[config.mk]
export PLATFORM = sky130hd
export DESIGN_NAME = shared_div_wdog
export DESIGN_NICKNAME = d
export VERILOG_FILES = /design/src/rtl/wdp_pkg.sv /design/src/rtl/wdp_edge_detect.sv /design/src/rtl/wdp_divider.sv /design/src/rtl/wdp_timer.sv /design/src/rtl/wdp_watchdog.sv /design/src/rtl/shared_div_wdog.sv
export SDC_FILE = /design/constraint.sdc
export NUM_CORES = 1
export LEC_CHECK = 0
export ABC_AREA = 1
export BUFFER_PORTS_ARGS = -buffer_cell sky130_fd_sc_hd__buf_4
export CORE_MARGIN = 4
export CORE_UTILIZATION = 25
export CTS_CLUSTER_SIZE = 16
export DETAILED_ROUTE_END_ITERATION = 6
export GPL_TIMING_DRIVEN = 1
export SLEW_MARGIN = 15
export SYNTH_ARGS = -nofsm -noshare
export SYNTH_HDL_FRONTEND = slang
export SYNTH_SLANG_ARGS = --single-unit
[constraint.sdc]
create_clock -name clk -period 2.3 [get_ports clk]
set_input_delay 0 -clock clk [delete_from_list [all_inputs] [get_ports clk]]
set_output_delay 0 -clock clk [all_outputs]
set_load 0.03 [all_outputs]
[src/rtl/wdp_pkg.sv]
package wdp_pkg;
   typedef enum logic {SRC_INTERNAL = 1'b0, SRC_PIN = 1'b1} tmr_src_e;

   function automatic int unsigned div_mask(input int unsigned log2r);
      return (32'd1 << log2r) - 32'd1;
   endfunction
endpackage

[src/rtl/wdp_edge_detect.sv]
module wdp_edge_detect #(
   parameter int SYNC_STAGES = 2
) (
   input  logic clk,
   input  logic rst_n,
   input  logic pin,
   input  logic fall_sel,
   output logic evt
);
   logic [SYNC_STAGES-1:0] sync_q;
   logic                   prev_q;
   logic                   cur;

   generate
      for (genvar i = 0; i < SYNC_STAGES; i++) begin : g_stage
         if (i == 0) begin : g_first
            always_ff @(posedge clk) begin
               if (!rst_n) sync_q[0] <= 1'b0;
               else        sync_q[0] <= pin;
            end
         end else begin : g_next
            always_ff @(posedge clk) begin
               if (!rst_n) sync_q[i] <= 1'b0;
               else        sync_q[i] <= sync_q[i-1];
            end
         end
      end
   endgenerate

   assign cur = sync_q[SYNC_STAGES-1];

   always_ff @(posedge clk) begin
      if (!rst_n) prev_q <= 1'b0;
      else        prev_q <= cur;
   end

   always_comb begin
      if (fall_sel) evt = prev_q & ~cur;
      else          evt = cur & ~prev_q;
   end
endmodule

[src/rtl/wdp_divider.sv]
module wdp_divider #(
   parameter int DIV_W = 8
) (
   input  logic             clk,
   input  logic             rst_n,
   input  logic             evt,
   input  logic             clr,
   input  logic [DIV_W-1:0] mask,
   output logic             out
);
   logic [DIV_W-1:0] cnt_q;
   logic             term;

   assign term = (cnt_q >= mask);
   assign out  = evt & term & ~clr;

   always_ff @(posedge clk) begin
      if (!rst_n || clr)  cnt_q <= '0;
      else if (evt) begin
         if (term) cnt_q <= '0;
         else      cnt_q <= cnt_q + 1'b1;
      end
   end
endmodule

[src/rtl/wdp_timer.sv]
module wdp_timer #(
   parameter int TMR_W = 8
) (
   input  logic             clk,
   input  logic             rst_n,
   input  logic             inc,
   input  logic             ovf_clr,
   output logic [TMR_W-1:0] count,
   output logic             ovf
);
   logic wrap;

   assign wrap = inc & (count == {TMR_W{1'b1}});

   always_ff @(posedge clk) begin
      if (!rst_n) begin
         count <= '0;
         ovf   <= 1'b0;
      end else begin
         if (inc)          count <= count + 1'b1;
         if (wrap)         ovf   <= 1'b1;
         else if (ovf_clr) ovf   <= 1'b0;
      end
   end
endmodule

[src/rtl/wdp_watchdog.sv]
module wdp_watchdog #(
   parameter int WDT_TICKS = 18
) (
   input  logic clk,
   input  logic rst_n,
   input  logic en,
   input  logic tick,
   input  logic clr,
   input  logic timeout,
   input  logic sleeping,
   output logic base_exp,
   output logic rst_req,
   output logic wake_req
);
   localparam int BASE_W = (WDT_TICKS > 1) ? $clog2(WDT_TICKS) : 1;
   localparam logic [BASE_W-1:0] LAST = BASE_W'(WDT_TICKS - 1);

   logic [BASE_W-1:0] base_q;

   assign base_exp = en & tick & ~clr & (base_q == LAST);

   always_ff @(posedge clk) begin
      if (!rst_n || clr || !en) base_q <= '0;
      else if (tick) begin
         if (base_exp) base_q <= '0;
         else          base_q <= base_q + 1'b1;
      end
   end

   always_ff @(posedge clk) begin
      if (!rst_n) begin
         rst_req  <= 1'b0;
         wake_req <= 1'b0;
      end else begin
         rst_req  <= timeout & ~sleeping;
         wake_req <= timeout & sleeping;
      end
   end
endmodule

[src/rtl/shared_div_wdog.sv]
module shared_div_wdog #(
   parameter int TMR_W       = 8,
   parameter int RATE_W      = 3,
   parameter int WDT_TICKS   = 18,
   parameter int SYNC_STAGES = 2
) (
   input  logic              clk,
   input  logic              rst_n,
   input  logic              src_sel,
   input  logic              edge_sel,
   input  logic              div_to_wdt,
   input  logic [RATE_W-1:0] rate,
   input  logic              ext_pin,
   input  logic              wdt_en,
   input  logic              wdt_tick,
   input  logic              wdt_clear,
   input  logic              sleeping,
   input  logic              ovf_clr,
   output logic [TMR_W-1:0]  tmr_count,
   output logic              tmr_ovf,
   output logic              rst_req,
   output logic              wake_req
);
   import wdp_pkg::*;

   localparam int DIV_W = 2 ** RATE_W;

   if (TMR_W < 2) begin : g_bad_tmr
      $error("TMR_W must be at least 2");
   end
   if (RATE_W < 1 || RATE_W > 4) begin : g_bad_rate
      $error("RATE_W must be between 1 and 4");
   end
   if (WDT_TICKS < 1) begin : g_bad_ticks
      $error("WDT_TICKS must be at least 1");
   end
   if (SYNC_STAGES < 2) begin : g_bad_sync
      $error("SYNC_STAGES must be at least 2");
   end

   tmr_src_e         src;
   logic             pin_evt;
   logic             src_evt;
   logic             base_exp;
   logic             div_evt;
   logic             div_clr;
   logic             div_out;
   logic             tmr_inc;
   logic             timeout;
   logic [DIV_W-1:0] mask;
   int unsigned      log2r;

   assign src = tmr_src_e'(src_sel);

   wdp_edge_detect #(.SYNC_STAGES(SYNC_STAGES)) u_edge (
      .clk      (clk),
      .rst_n    (rst_n),
      .pin      (ext_pin),
      .fall_sel (edge_sel),
      .evt      (pin_evt)
   );

   always_comb begin
      src_evt = (src == SRC_PIN) ? pin_evt : 1'b1;
      log2r   = div_to_wdt ? int'(rate) : int'(rate) + 1;
      mask    = DIV_W'(div_mask(log2r));
      div_evt = div_to_wdt ? base_exp : src_evt;
      div_clr = div_to_wdt & wdt_clear;
      tmr_inc = div_to_wdt ? src_evt : div_out;
      timeout = div_to_wdt ? div_out : base_exp;
   end

   wdp_divider #(.DIV_W(DIV_W)) u_div (
      .clk   (clk),
      .rst_n (rst_n),
      .evt   (div_evt),
      .clr   (div_clr),
      .mask  (mask),
      .out   (div_out)
   );

   wdp_timer #(.TMR_W(TMR_W)) u_tmr (
      .clk     (clk),
      .rst_n   (rst_n),
      .inc     (tmr_inc),
      .ovf_clr (ovf_clr),
      .count   (tmr_count),
      .ovf     (tmr_ovf)
   );

   wdp_watchdog #(.WDT_TICKS(WDT_TICKS)) u_wdt (
      .clk      (clk),
      .rst_n    (rst_n),
      .en       (wdt_en),
      .tick     (wdt_tick),
      .clr      (wdt_clear),
      .timeout  (timeout),
      .sleeping (sleeping),
      .base_exp (base_exp),
      .rst_req  (rst_req),
      .wake_req (wake_req)
   );
endmodule

Yosys cells after proc, flatten, opt, wreduce, memory -nomap -nowiden --
Cells that the tools add are included.
Word-level totals: word-level logic and storage cells 50, flip-flop bits (word level) 27, input port bits 14
Operators by class: multiplexer cells 10, shifts and indexed selects 1, bitwise gates (word level) 16, equality and inequality tests 2, reductions and logical operators 6, $lt $le $gt $ge 1, add/sub/neg operators 5
Operator list (count):
- adder 8 x 1 -> 8 bit, second input constant | 2
- AND 1 bit | 11
- equality test 8 bit, second input constant | 1
- greater-or-equal comparator 8 bit | 1
- two-way mux 8 bit | 1
- << shifter 1 x 4 -> 8 bit, first input constant | 1
- subtractor 8 x 1 -> 8 bit, second input constant | 1
- two-way mux 1 bit | 7
- adder 5 x 1 -> 5 bit, second input constant | 1
- equality test 5 bit, second input constant | 1
- two-way mux 5 bit | 1
- inverter 1 bit | 5
- adder 3 x 1 -> 4 bit, second input constant | 1
- two-way mux 4 bit | 1
- logical OR 1 bit | 3
- zero test 1 bit | 2
- nonzero test 2 bit | 1

Depth between registers and ports, before layout --
Gate-level depths: netlist of the first run.
depth in word-level cells 10, mapped depth 21

Cells and area by module --
Synthesis of the first run repeated with hierarchy kept, for this count alone.
Second synthesis, totals: cells, all modules 253, area total of the unflattened synthesis 1784.2 um2
By module, submodules not included:
- wdp_divider | cells an instance 76, area an instance 564.3 um2, instances 1
- wdp_timer | cells an instance 56, area an instance 417.9 um2, instances 1
- wdp_watchdog | cells an instance 50, area an instance 350.3 um2, instances 1
- shared_div_wdog | cells an instance 56, area an instance 344.1 um2, instances 1
- wdp_edge_detect | cells an instance 15, area an instance 107.6 um2, instances 1

Least setup slack after synthesis of the first run --
No wires, ideal clock.
path type input -> register, start input rate[0], end register u_tmr.count[0], data required time 2.184 ns, arrival time 2.166 ns, path buffers 0, stages on the path 21, setup slack 0.018 ns, cells stage by stage ha_1 > nand2_1 > nand2_1 > nand2_2 > nand2_1 > inv_1 > nand2_1 > ha_1 > xnor2_1 > inv_1 > ha_1 > nand2_1 > nor2_1 > nor2_1 > nand2_1 > nand2_1 > nand3_2 > nand2_1 > inv_1 > nor2_1 > nor2_1
On the way: cells in the longest elaborated chain, start to end 8
Ends and longest elaborated chain:
- from (decl) | RTL line shared_div_wdog.sv:12 | input logic [RATE_W-1:0] rate,
- adder 3 x 1 -> 4 bit | RTL line shared_div_wdog.sv:65 | log2r = div_to_wdt ? int'(rate) : int'(rate) + 1;
- two-way mux 4 bit * | RTL line shared_div_wdog.sv:65
- << shifter 1 x 4 -> 8 bit * | RTL line wdp_pkg.sv:5 | return (32'd1 << log2r) - 32'd1;
- subtractor 8 x 1 -> 8 bit * | RTL line wdp_pkg.sv:5
- greater-or-equal comparator 8 bit * | RTL line wdp_divider.sv:14 | assign term = (cnt_q >= mask);
- AND 1 bit * (2 in a row) | RTL line wdp_divider.sv:15 | assign out = evt & term & ~clr;
- two-way mux 1 bit * | RTL line shared_div_wdog.sv:69 | tmr_inc = div_to_wdt ? src_evt : div_out;
- to (signal assigned) | RTL line wdp_timer.sv:20 | if (inc) count <= count + 1'b1;
- to (decl) | RTL line wdp_timer.sv:8 | output logic [TMR_W-1:0] count,
Every way passes the cells marked *; elsewhere a longest branch is shown, timed or not. A chain may end at the register's enable or synchronous reset.

Worst setup path after layout of the first run --
start input rate[0], end register u_tmr.ovf
On the way: cells in the longest elaborated chain, start to end 10
Ends and longest elaborated chain:
- adder 3 x 1 -> 4 bit | RTL line shared_div_wdog.sv:65
- two-way mux 4 bit * | RTL line shared_div_wdog.sv:65
- << shifter 1 x 4 -> 8 bit * | RTL line wdp_pkg.sv:5
- subtractor 8 x 1 -> 8 bit * | RTL line wdp_pkg.sv:5
- greater-or-equal comparator 8 bit * | RTL line wdp_divider.sv:14
- AND 1 bit * (2 in a row) | RTL line wdp_divider.sv:15
- two-way mux 1 bit * | RTL line shared_div_wdog.sv:69
- AND 1 bit * | RTL line wdp_timer.sv:13 | assign wrap = inc & (count == {TMR_W{1'b1}});
- two-way mux 1 bit / nonzero test 2 bit (equally long branches)
- to (signal assigned) | RTL line wdp_timer.sv:18 | ovf <= 1'b0;
- to (signal assigned) | RTL line wdp_timer.sv:21 | if (wrap) ovf <= 1'b1;
- to (signal assigned) | RTL line wdp_timer.sv:22 | else if (ovf_clr) ovf <= 1'b0;
- to (decl) | RTL line wdp_timer.sv:9 | output logic ovf
Marks and branches as above.

==> results of run 1 <==
-- layer usage --
layer  GRT usage (%)  vias up  share of wire, %  wire length, microns
met3            1.80        7               3.0                   117
met1            12.7      762                49                  1960
met2            16.1       20                46                  1810
met4            3.96        0               1.9                    76
li1                -      915                 -                     -
met5               0        -                 0                     0
-- registers in the layout (all words and copies together), names as in the netlist --
register,count
u_div.cnt_q,8
u_tmr.count,8
u_wdt.base_q,5
u_edge.cur,1
u_edge.prev_q,1
u_edge.sync_q,1
u_tmr.ovf,1
u_wdt.rst_req,1
u_wdt.wake_req,1
-- per-stage QoR --
stage | util, % | hold WS, ps
floorplan | - | 72.4
global placement | 31.9 | 175
detailed placement | 31.9 | 180
CTS | 33.5 | 12.9
global route | 34.1 | 38.1
finish | 34.1 | 17.7
-- layout by cell type, fill, tap and decap left out, types with 3 or more instances in the layout --
cell type       n
nand2_1        50
buf_4          40
inv_1          37
dfxtp_1        27
nor2_1         26
nand3_1        21
a21oi_1        14
ha_1           13
nand4_1         9
nand2_2         8
xnor2_1         7
nor2_2          6
dlygate4sd3_1   6
xor2_1          5
nand3_2         4
o211ai_1        3
or2_2           3
o21ai_0         3
clkbuf_8        3
-- kinds of logic after synthesis --
group	synth area share (%)
adder cells (fa/ha/maj)	9.96
flip-flops	30.7
XOR/XNOR	6.48
buffers and inverters	9.11
AND/OR/NAND/NOR	34.0
AO/OA/AOI/OAI	9.68
-- worst max-delay path, stage by stage --
cell and delay, ps:
buf_4 120, ha_1 210, nand2_1 70, nand2_1 70, nand2_2 90, nand2_1 70
inv_1 80, nand2_2 70, ha_4 180, xnor2_2 130, inv_1 60, ha_1 280
nand2_1 80, nor2_1 50, nor2_1 70, nand2_1 60, nand2_2 80, nand3_2 80
buf_4 170, nand3_1 70, o21ai_0 80, nand2_1 60, inv_1 30
-- worst paths after layout --
| check | start | to | slack, ps |
|---|---|---|---|
| worst max register to register | u_wdt.base_q[0] | u_div.cnt_q[0] | 680 |
| worst min-delay path | wdt_clear | u_wdt.base_q[3] | 20 |
| worst max-delay path | rate[0] | u_tmr.ovf | 220 |
| worst min register to register | u_edge.sync_q[0] | u_edge.cur | 430 |
-- final cells by class --
type	count	area, sq um
Clock buffer	3	41.3
Clock inverter	1	7.51
Fill cell	740	4470
Sequential cell	27	541
Multi-Input combinational cell	186	1100
Inverter	39	149
Timing Repair Buffer	46	360
Tap cell	96	120
-- where the power goes --
group	internal (mW)	total [mW]	switching [mW]	leakage [nW]
registers	0.475	0.484	0.00856	0.219
clock network	0.123	0.276	0.153	0.0217
logic	0.102	0.223	0.121	0.834
total	0.701	0.983	0.282	1.07
-- repair_timing --
action                                  in CTS  in global routing
resized for setup                            0                 11
hold endpoints to repair                     7                  0
hold buffers                                 6                  0
endpoints found under the setup margin       0                 19
==> key figures, run 1 <==
Job
  – Reported max-cap violation count: 0

STA
  – Final setup fails: 0
  – Crit share post-route: 90.3%
  – Rel. slew slack: 75.6%
  – Hold Fails Final Rpt: 0
  – Max Fclk: 0.481 GHz
  – Worst-margin pin slew: 363 ps
  – Fin worst setup slack: 223 ps
  – Clk_skew: 8.10 ps
  – Unrepaired setup endpoints after global routing: yes
  – Setup_tns: 0 ps
  – Final Max Tran Viols: 0
  – Min cycle time layout: 2080 ps

Clock tree
  – H-tree levels: 1
  – Skew-Pair Late Insertion Delay: 280 ps
  – CTS tree: yes
  – Clk buf depth: 2
  – Root Buffer Master: clkbuf_8
  – Setup Fix Bufs, Post-CTS: 0
  – Cts bufs inserted: 3
  – Clk slew on worst S/H paths: 100 ps
  – Clk sinks: 27

Routing
  – DRC Markers: 0
  – Vias: 1704
  – Routed wire length: 3970 microns
  – WL per Instance: 9.96 microns
  – DR vias/cell: 4.28
  – Routed Antenna Nets: 0
  – DRT iter0 DRCs: 45
  – Pre-antenna DRT Iters: 4

Global routing
  – First-pass GRT wire length: 6980 microns
  – Gr usage total: 9.82%
  – Grt total ovfl: 0
  – Antenna violations before repair: 0
  – Vias in the first global route: 1617
  – Largest net degree at the start of global routing: 17

Setup path
  – CP endpoint kind: flip-flop
  – WS Path Type: in -> reg
  – CP Launch Type: input pin
  – Required @ worst endpoint: 2490 ps
  – Crit path DAT: 2270 ps
  – CP Max Fanout: 7
  – Reg2Reg Depth: 8

Die
  – Site row count: 30
  – Placeable core area: 6790 sq um
  – Die Ht: 91.9 microns
  – Die footprint: 8440 sq um
  – Initial Util: 25.9%
  – Num ports: 25
  – Chip width: 91.9 microns

Placement
  – HPWL after DPL: 3110 microns
  – Dpl ws: -249 ps
  – # port buffers: 24
  – Gpl congestion: 0.847
  – Inst Count DP: 388
  – Cell Area, Placed: 2170 sq um

Layout
  – Final nets: 331
  – Layout Cells excl Fill: 398
  – Syn-to-layout area delta: 32.0%
  – Design Area, Final: 2320 sq um
  – ANT cells: 0
  – Share of post-route cells with drive strength above 1: 23.8%

Synthesis
  – Mapped Avg Cell Area: 6.95 sq um
  – Synth warnings: 0
  – Synth cell count leaders: 54 x nand2_1, 37 x inv_1, 28 x nor2_1
  – Asr flop ratio synth: 0%
  – Top-count cell post-synth: nand2_1
  – Post-synth cell types: 27
  – Number of synthesized register bits: 27
  – Top-area cell type share of the netlist area: 30.7%
  – Prevailing post-synth register cell: dfxtp_1
  – Sequential-to-total area share from yosys stat: 30.7%
  – Syn Std Cell Area: 1760 sq um
  – Ranking of synthesized cells by area: dfxtp_1 31%, nand2_1 12%, ha_1 10%
  – Cell count after synthesis: 253
  – Post-synth EDFFs: 0
  – Post-synth net total: 281
  – Cell taking the most area after synthesis: dfxtp_1

Power
  – Tot Pwr: 983 uW
  – IR drop worst, VDD: 0.322 mV
  – Power per cell area: 424 nW/um^2
  – Leak Pwr: 1.07 nW

Outcome
  – Status: completed

Min path
  – Worst Hold Class: in -> reg
  – Hold path cells: 4
(Power assumes the default switching activity.)
==> run 2: changes to the inputs <==
ABC_AREA = default   (was 1)
==> run 2 against run 1 <==
  * The flow now finishes with violations (setup timing)
  * Maximum frequency down 18%
  * Routed wire length grew 8.9%
  * Sequential share of layout area fell by 1.7 points
  * Design area is 7.8% higher
  * Final cell count shrank 10%
  * Synthesized cell count down 17%
  * Critical path depth shrank 6
  * Clock skew rose by 0.52 ps
  * Worst hold slack improved by 11 ps
  * Non-clock buffer count is 9 higher
  * Sequential cell count is the same
  * Largest power group unchanged
==> key figures, run 2 <==
Outcome
  – Status: finished with violations
  – Violated checks: setup timing

Setup path
  – Crit path from: rate[0]
  – CP endpoint kind: flip-flop
  – Crit path DAT: 2710 ps (+440 ps)
  – Required @ worst endpoint: 2480 ps (about the same)
  – CP Max Fanout: 8 (+1)
  – WS Path Type: in -> reg
  – Critical-path top delay cell: a211oi_2
  – Crit-path cells: buf_6, buf_4, nor2b_1, nor2b_1, o21ai_4, ha_4, inv_2, a31o_1, a211oi_2, xnor2_1, ha_1, nand2_2, o21ai_2, a211oi_2, buf_4, nor2_4, a41o_1
  – RR Startpoint: u_div.cnt_q[0]
  – CP Launch Type: input pin
  – Worst path max stage delay: 280 ps (about the same)

Routing
  – DRC Markers: 0 (unchanged)
  – Routed wire length: 4320 microns (+8.9%)
  – Vias: 1674 (-1.8%)
  – Pre-antenna DRT Iters: 4 (unchanged)
  – Routed Antenna Nets: 0 (unchanged)
  – DRT iter0 DRCs: 42 (-6.7%)
  – WL per Instance: 12.1 microns (+21%)
  – DR vias/cell: 4.69 (+9.5%)

Clock tree
  – H-tree levels: 1 (unchanged)
  – Clk buf depth: 2 (unchanged)
  – Clk sinks: 27 (unchanged)
  – Clk slew on worst S/H paths: 100 ps (about the same)
  – Root Buffer Master: clkbuf_8
  – Skew-Pair Late Insertion Delay: 270 ps (about the same)
  – Cts bufs inserted: 3 (unchanged)
  – CTS tree: yes

Global routing
  – Largest net degree at the start of global routing: 21 (+4)
  – Antenna violations before repair: 0 (unchanged)
  – First-pass GRT wire length: 7470 microns (+6.9%)
  – Gr usage total: 10.4% (+0.55 points)
  – Grt total ovfl: 0 (unchanged)
  – Vias in the first global route: 1608 (-0.56%)

STA
  – Final Max Tran Viols: 0 (unchanged)
  – Rel. slew slack: 72.1% (-3.5 points)
  – Setup_tns: -3410 ps (-3410 ps)
  – Smallest hold slack: 28.4 ps (+10.7 ps)
  – Worst-margin pin slew: 418 ps (+54.9 ps)
  – Min cycle time layout: 2530 ps (+454 ps)
  – Clk_skew: 8.62 ps (+0.524 ps)
  – Max Fclk: 0.395 GHz (-18%)
  – Hold Fails Final Rpt: 0 (unchanged)
  – Crit share post-route: 110% (+20 points)
  – Final setup fails: 19 (+19)
  – Fin worst setup slack: -231 ps (-454 ps)
  – Unrepaired setup endpoints after global routing: yes

Synthesis
  – Mapped Avg Cell Area: 8.54 sq um (+23%)
  – Post-synth net total: 237 (-16%)
  – Cell taking the most area after synthesis: dfxtp_1
  – Post-synth cell types: 49 (+81%)
  – Cell count after synthesis: 209 (-17%)
  – Asr flop ratio synth: 0% (unchanged)
  – Synth cell count leaders: 27 x dfxtp_1, 19 x nand2_1, 19 x nor2_1
  – Sequential-to-total area share from yosys stat: 30.3% (-0.45 points)
  – Synth warnings: 0 (unchanged)
  – Syn Std Cell Area: 1780 sq um (+1.5%)
  – Prevailing post-synth register cell: dfxtp_1
  – Ranking of synthesized cells by area: dfxtp_1 30%, ha_1 9.8%, xnor2_1 4.9%
  – Post-synth EDFFs: 0 (unchanged)
  – Number of synthesized register bits: 27 (unchanged)
  – Top-area cell type share of the netlist area: 30.3% (-0.45 points)
  – Top-count cell post-synth: dfxtp_1

Layout
  – Layout Cells excl Fill: 357 (-10%)
  – Share of post-route cells with drive strength above 1: 33.3% (+9.5 points)
  – Syn-to-layout area delta: 40.1%
  – Commonest non-fill, non-tap cells in the layout: 51 x buf_4, 27 x dfxtp_1, 18 x nand2_1
  – ANT cells: 0 (unchanged)
  – Largest registers: u_div.cnt_q x8, u_tmr.count x8, u_wdt.base_q x5
  – Final nets: 290 (-12%)
  – Filler cells: 704 (-4.9%)
  – Commonest non-fill, non-tap cell in the layout: buf_4

Die
  – Die Ht: 92.5 microns (+0.68%)
  – Chip width: 92.5 microns (+0.68%)
  – Placeable core area: 6870 sq um (+1.1%)
  – Initial Util: 26.0% (+0.10 points)
  – Site row count: 30 (unchanged)
  – Num ports: 25 (unchanged)
  – Die footprint: 8550 sq um (+1.4%)

Power
  – Tot Pwr: 1.01 mW (+2.6%)
  – IR drop worst, VDD: 0.214 mV (-33%)
  – Leak Pwr: 0.994 nW (-7.4%)
  – Power per cell area: 403 nW/um^2 (-4.8%)

Min path
  – Hold Path Origin: wdt_tick
  – Worst Hold Class: in -> reg

Placement
  – Gpl congestion: 0.809 (-4.5%)
  – HPWL after DPL: 3180 microns (+2.0%)
  – # port buffers: 24 (unchanged)
  – Inst Count DP: 344 (-11%)

Job
  – Reported max-cap violation count: 0 (unchanged)
==> run 2: power by group <==
group / switching, mW / internal (mW)
combinational: 0.124 / 0.125
sequential: 0.00992 / 0.474
clock: 0.153 / 0.122
==> run 2: repair_timing <==
item                                   CTS  global route
resized for setup                        7            17
buffers inserted                         3             4
cloned                                   0             1
hold buffers                             2             0
setup endpoints to repair               19            19
endpoints found under the hold margin    2             0
pin swaps                                7            22
==> run 2: cells by family after synthesis <==
logic type      Yosys count  share of synthesized area, %
compound gates           43                          18.7
xor+xnor                 13                          6.38
fa+ha+maj                14                          9.82
buf+inv                  13                          3.58
flops                    27                          30.3
mux                       6                          3.44
simple gates             93                          27.8
==> run 2: worst paths after layout <==
path                                        end  cells past startpoint  slack (ps)
worst min-delay path            u_wdt.base_q[1]                      3          30
worst max-delay path                  u_tmr.ovf                     17        -230
worst max register to register        u_tmr.ovf                      8         410
worst min register to register       u_edge.cur                      1         440
==> run 2: routing by layer <==
metal	part of all wire, %	global-route usage, %	up-vias
met5	0	0	-
met4	1.1	3.47	0
met3	2.8	1.14	4
met2	47	16.8	22
met1	49	14.2	789
li1	-	-	859
==> run 2: worst max-delay path: cells and delay by family <==
kind / cells / cell delay (ps)
AOI/OAI and AO/OA: 6 / 1140
xor gates and xnor gates: 1 / 150
adders and majority gates: 2 / 440
buffers and inverters: 4 / 500
and+or+nand+nor: 4 / 470
==> run 2: metrics by stage <==
stage	setup WS [ps]	utilization (%)	instance area (sq um)
floorplan	-307	-	1840
global placement	-528	32.9	2260
detailed placement	-579	32.9	2260
CTS	-239	34.7	2390
global route	-347	36.4	2500
finish	-231	36.4	2500
==> run 2: area by class of cell <==
cell class	count	area, sq um	area share [%]
multi-input cells	169	1340	53.7
flip-flops and latches	27	541	21.6
repair buffers	55	429	17.2
well taps	96	120	4.80
clock buffers	3	41.3	1.65
inverters	6	22.5	0.901
clock inverters	1	5.00	0.200
==> run 3: changes to the inputs <==
PLACE_DENSITY = 0.41   (was default)
==> run 3 against run 2 <==
  * The flow still finishes with violations (setup timing)
  * First-iteration DRC count is 12% lower
  * Clock power hardly changed
  * Worst hold slack worse by 8.4 ps
  * Clock-buffer cell count is 1 higher
  * Utilization is 0.20 points lower
  * Critical path type unchanged
  * Largest cell class unchanged
==> key figures, run 3 (same netlist as run 2, synthesis figures left out) <==
Routing
  – Routed Antenna Nets: 0 (unchanged)
  – DRT iter0 DRCs: 37 (-12%)
  – DRC Markers: 0 (unchanged)
  – Vias: 1630 (-2.6%)
  – DR vias/cell: 4.57 (-2.6%)
  – Routed wire length: 4210 microns (-2.6%)
  – WL per Instance: 11.8 microns (-2.6%)
  – Pre-antenna DRT Iters: 4 (unchanged)

Clock tree
  – Root Buffer Master: clkbuf_8
  – Clk buf depth: 2 (unchanged)
  – Clk sinks: 27 (unchanged)
  – H-tree levels: 1 (unchanged)
  – CTS tree: yes
  – Cts bufs inserted: 3 (unchanged)
  – Skew-Pair Late Insertion Delay: 270 ps (about the same)
  – Clk slew on worst S/H paths: 90 ps (about the same)

Placement
  – Gpl congestion: 0.726 (-10%)
  – HPWL after DPL: 3320 microns (+4.5%)
  – # port buffers: 24 (unchanged)

STA
  – Rel. slew slack: 69.7% (-2.4 points)
  – Min cycle time layout: 2470 ps (-65.2 ps)
  – Unrepaired setup endpoints after global routing: yes
  – Final Max Tran Viols: 0 (unchanged)
  – Worst-margin pin slew: 454 ps (+36.5 ps)
  – Fin worst setup slack: -166 ps (+65.2 ps)
  – Final setup fails: 19 (unchanged)
  – Setup_tns: -2100 ps (+1310 ps)
  – Max Fclk: 0.406 GHz (+2.6%)
  – Hold Fails Final Rpt: 0 (unchanged)
  – Clk_skew: 4.31 ps (-4.31 ps)
  – Smallest hold slack: 20.0 ps (-8.35 ps)
  – Crit share post-route: 107% (-2.8 points)

Layout
  – Syn-to-layout area delta: 39.3%
  – ANT cells: 0 (unchanged)
  – Largest registers: u_div.cnt_q x8, u_tmr.count x8, u_wdt.base_q x5
  – Share of post-route cells with drive strength above 1: 33.0% (-0.38 points)
  – Filler cells: 727 (+3.3%)
  – Final nets: 290 (unchanged)
  – Commonest non-fill, non-tap cell in the layout: buf_4
  – Commonest non-fill, non-tap cells in the layout: 48 x buf_4, 27 x dfxtp_1, 18 x nand2_1

Setup path
  – Critical-path top delay cell: or3_1
  – CP endpoint kind: flip-flop
  – CP Launch Type: input pin
  – Worst path max stage delay: 350 ps (+70 ps)
  – Required @ worst endpoint: 2510 ps (+30 ps)
  – Buf/Inv on CP: 3 (-1)
  – Crit-path cells: buf_6, ha_4, nor2b_4, mux2_4, o21ai_4, ha_2, inv_2, a31o_1, a211oi_2, xnor2_1, ha_1, nand2_2, o21ai_2, a211oi_2, buf_6, or3_1, a21boi_1
  – WS Path Type: in -> reg
  – Top delay family on crit path: compound AO/OA/AOI/OAI gates
  – CP Max Fanout: 12 (+4)
  – Crit path DAT: 2680 ps (-30 ps)

Die
  – Die footprint: 8550 sq um (unchanged)
  – Die Ht: 92.5 microns (unchanged)
  – Site row count: 30 (unchanged)
  – Chip width: 92.5 microns (unchanged)
  – Num ports: 25 (unchanged)
  – Initial Util: 26.0% (unchanged)
  – Placeable core area: 6870 sq um (unchanged)

Global routing
  – Antenna violations before repair: 0 (unchanged)
  – First-pass GRT wire length: 7150 microns (-4.2%)
  – Grt total ovfl: 0 (unchanged)
  – Gr usage total: 10.1% (-0.29 points)
  – Largest net degree at the start of global routing: 21 (unchanged)
  – Vias in the first global route: 1529 (-4.9%)

Power
  – Internal power: 717 uW (-0.55%)
  – Clock Power Share: 27.6% (+0.4 points)
  – Sequential power share: 48.5% (+0.5 points)
  – Leak Pwr: 0.977 nW (-1.8%)
  – Power per cell area: 400 nW/um^2 (-0.85%)
  – Sw Share: 27.9% (-0.61 points)
  – IR drop worst, VDD: 0.224 mV (+4.5%)
  – P_sw: 278 uW (-3.5%)
  – Combinational Power Share: 23.9% (-0.8 points)

Outcome
  – Violated checks: setup timing
  – Status: finished with violations

Min path
  – Worst Hold Class: in -> reg

Job
  – Reported max-cap violation count: 0 (unchanged)
run 3: worst reg2reg max path, stage by stage, from the launching register on:
cell and delay (ps):
dfxtp_1 440, ha_1 270, o211ai_1 270, nor2_4 90, a211oi_2 240, buf_6 170, nor2_2 60, a41o_1 210
run 3: path summary, 6_finish.rpt:
kind                                       start         endpoint  slack, ps  depth (start not counted)
worst min-delay path                    wdt_tick  u_wdt.base_q[0]         20                          3
worst max register to register    u_div.cnt_q[3]        u_tmr.ovf        460                          7
worst max-delay path                     rate[0]   u_tmr.count[5]       -170                         17
worst min register to register  u_edge.sync_q[0]       u_edge.cur        440                          1
run 3: repair_timing:
item / 4_1_cts / 5_1_grt
buffers inserted: 3 / 1
hold buffers: 2 / 0
setup endpoints to repair: 19 / 19
resized for setup: 14 / 6
pin swaps: 16 / 2
cloned: 0 / 0
hold endpoints to repair: 2 / 0
run 3: through the flow:
stage               util, %  cell area [sq um]  total power [mW]  cells  setup WS (ps)
CTS                    35.7               2450              1.01    356           -186
detailed placement     33.3               2290             0.711    348           -575
finish                 36.2               2490             0.994    357           -166
global placement       33.3               2290             0.712    348           -521
floorplan                 -               1840             0.622    209           -307
global route           36.2               2490              1.06    357           -346
run 3: final cells by class:
| class | count | area [sq um] | area share [%] |
|---|---|---|---|
| inverters | 6 | 22.5 | 0.906 |
| clock buffers | 4 | 45.0 | 1.81 |
| repair buffers | 55 | 437 | 17.6 |
| well taps | 96 | 120 | 4.83 |
| flip-flops and latches | 27 | 541 | 21.7 |
| multi-input cells | 169 | 1320 | 53.1 |
run 3: per-layer routing:
| layer | vias up | wire [microns] | GRT usage, % |
|---|---|---|---|
| met5 | - | 0 | 0 |
| met4 | 0 | 19 | 1.11 |
| li1 | 862 | - | - |
| met3 | 2 | 172 | 2.11 |
| met2 | 27 | 1950 | 17.2 |
| met1 | 739 | 2070 | 13.4 |
run 3: power by group through the flow:
| stage | registers, mW | logic [mW] | clock network (mW) |
|---|---|---|---|
| global route | 0.484 | 0.264 | 0.308 |
| detailed placement | 0.493 | 0.218 | 0 |
| floorplan | 0.497 | 0.124 | 0 |
| finish | 0.482 | 0.238 | 0.275 |
| CTS | 0.482 | 0.235 | 0.289 |
| global placement | 0.493 | 0.219 | 0 |
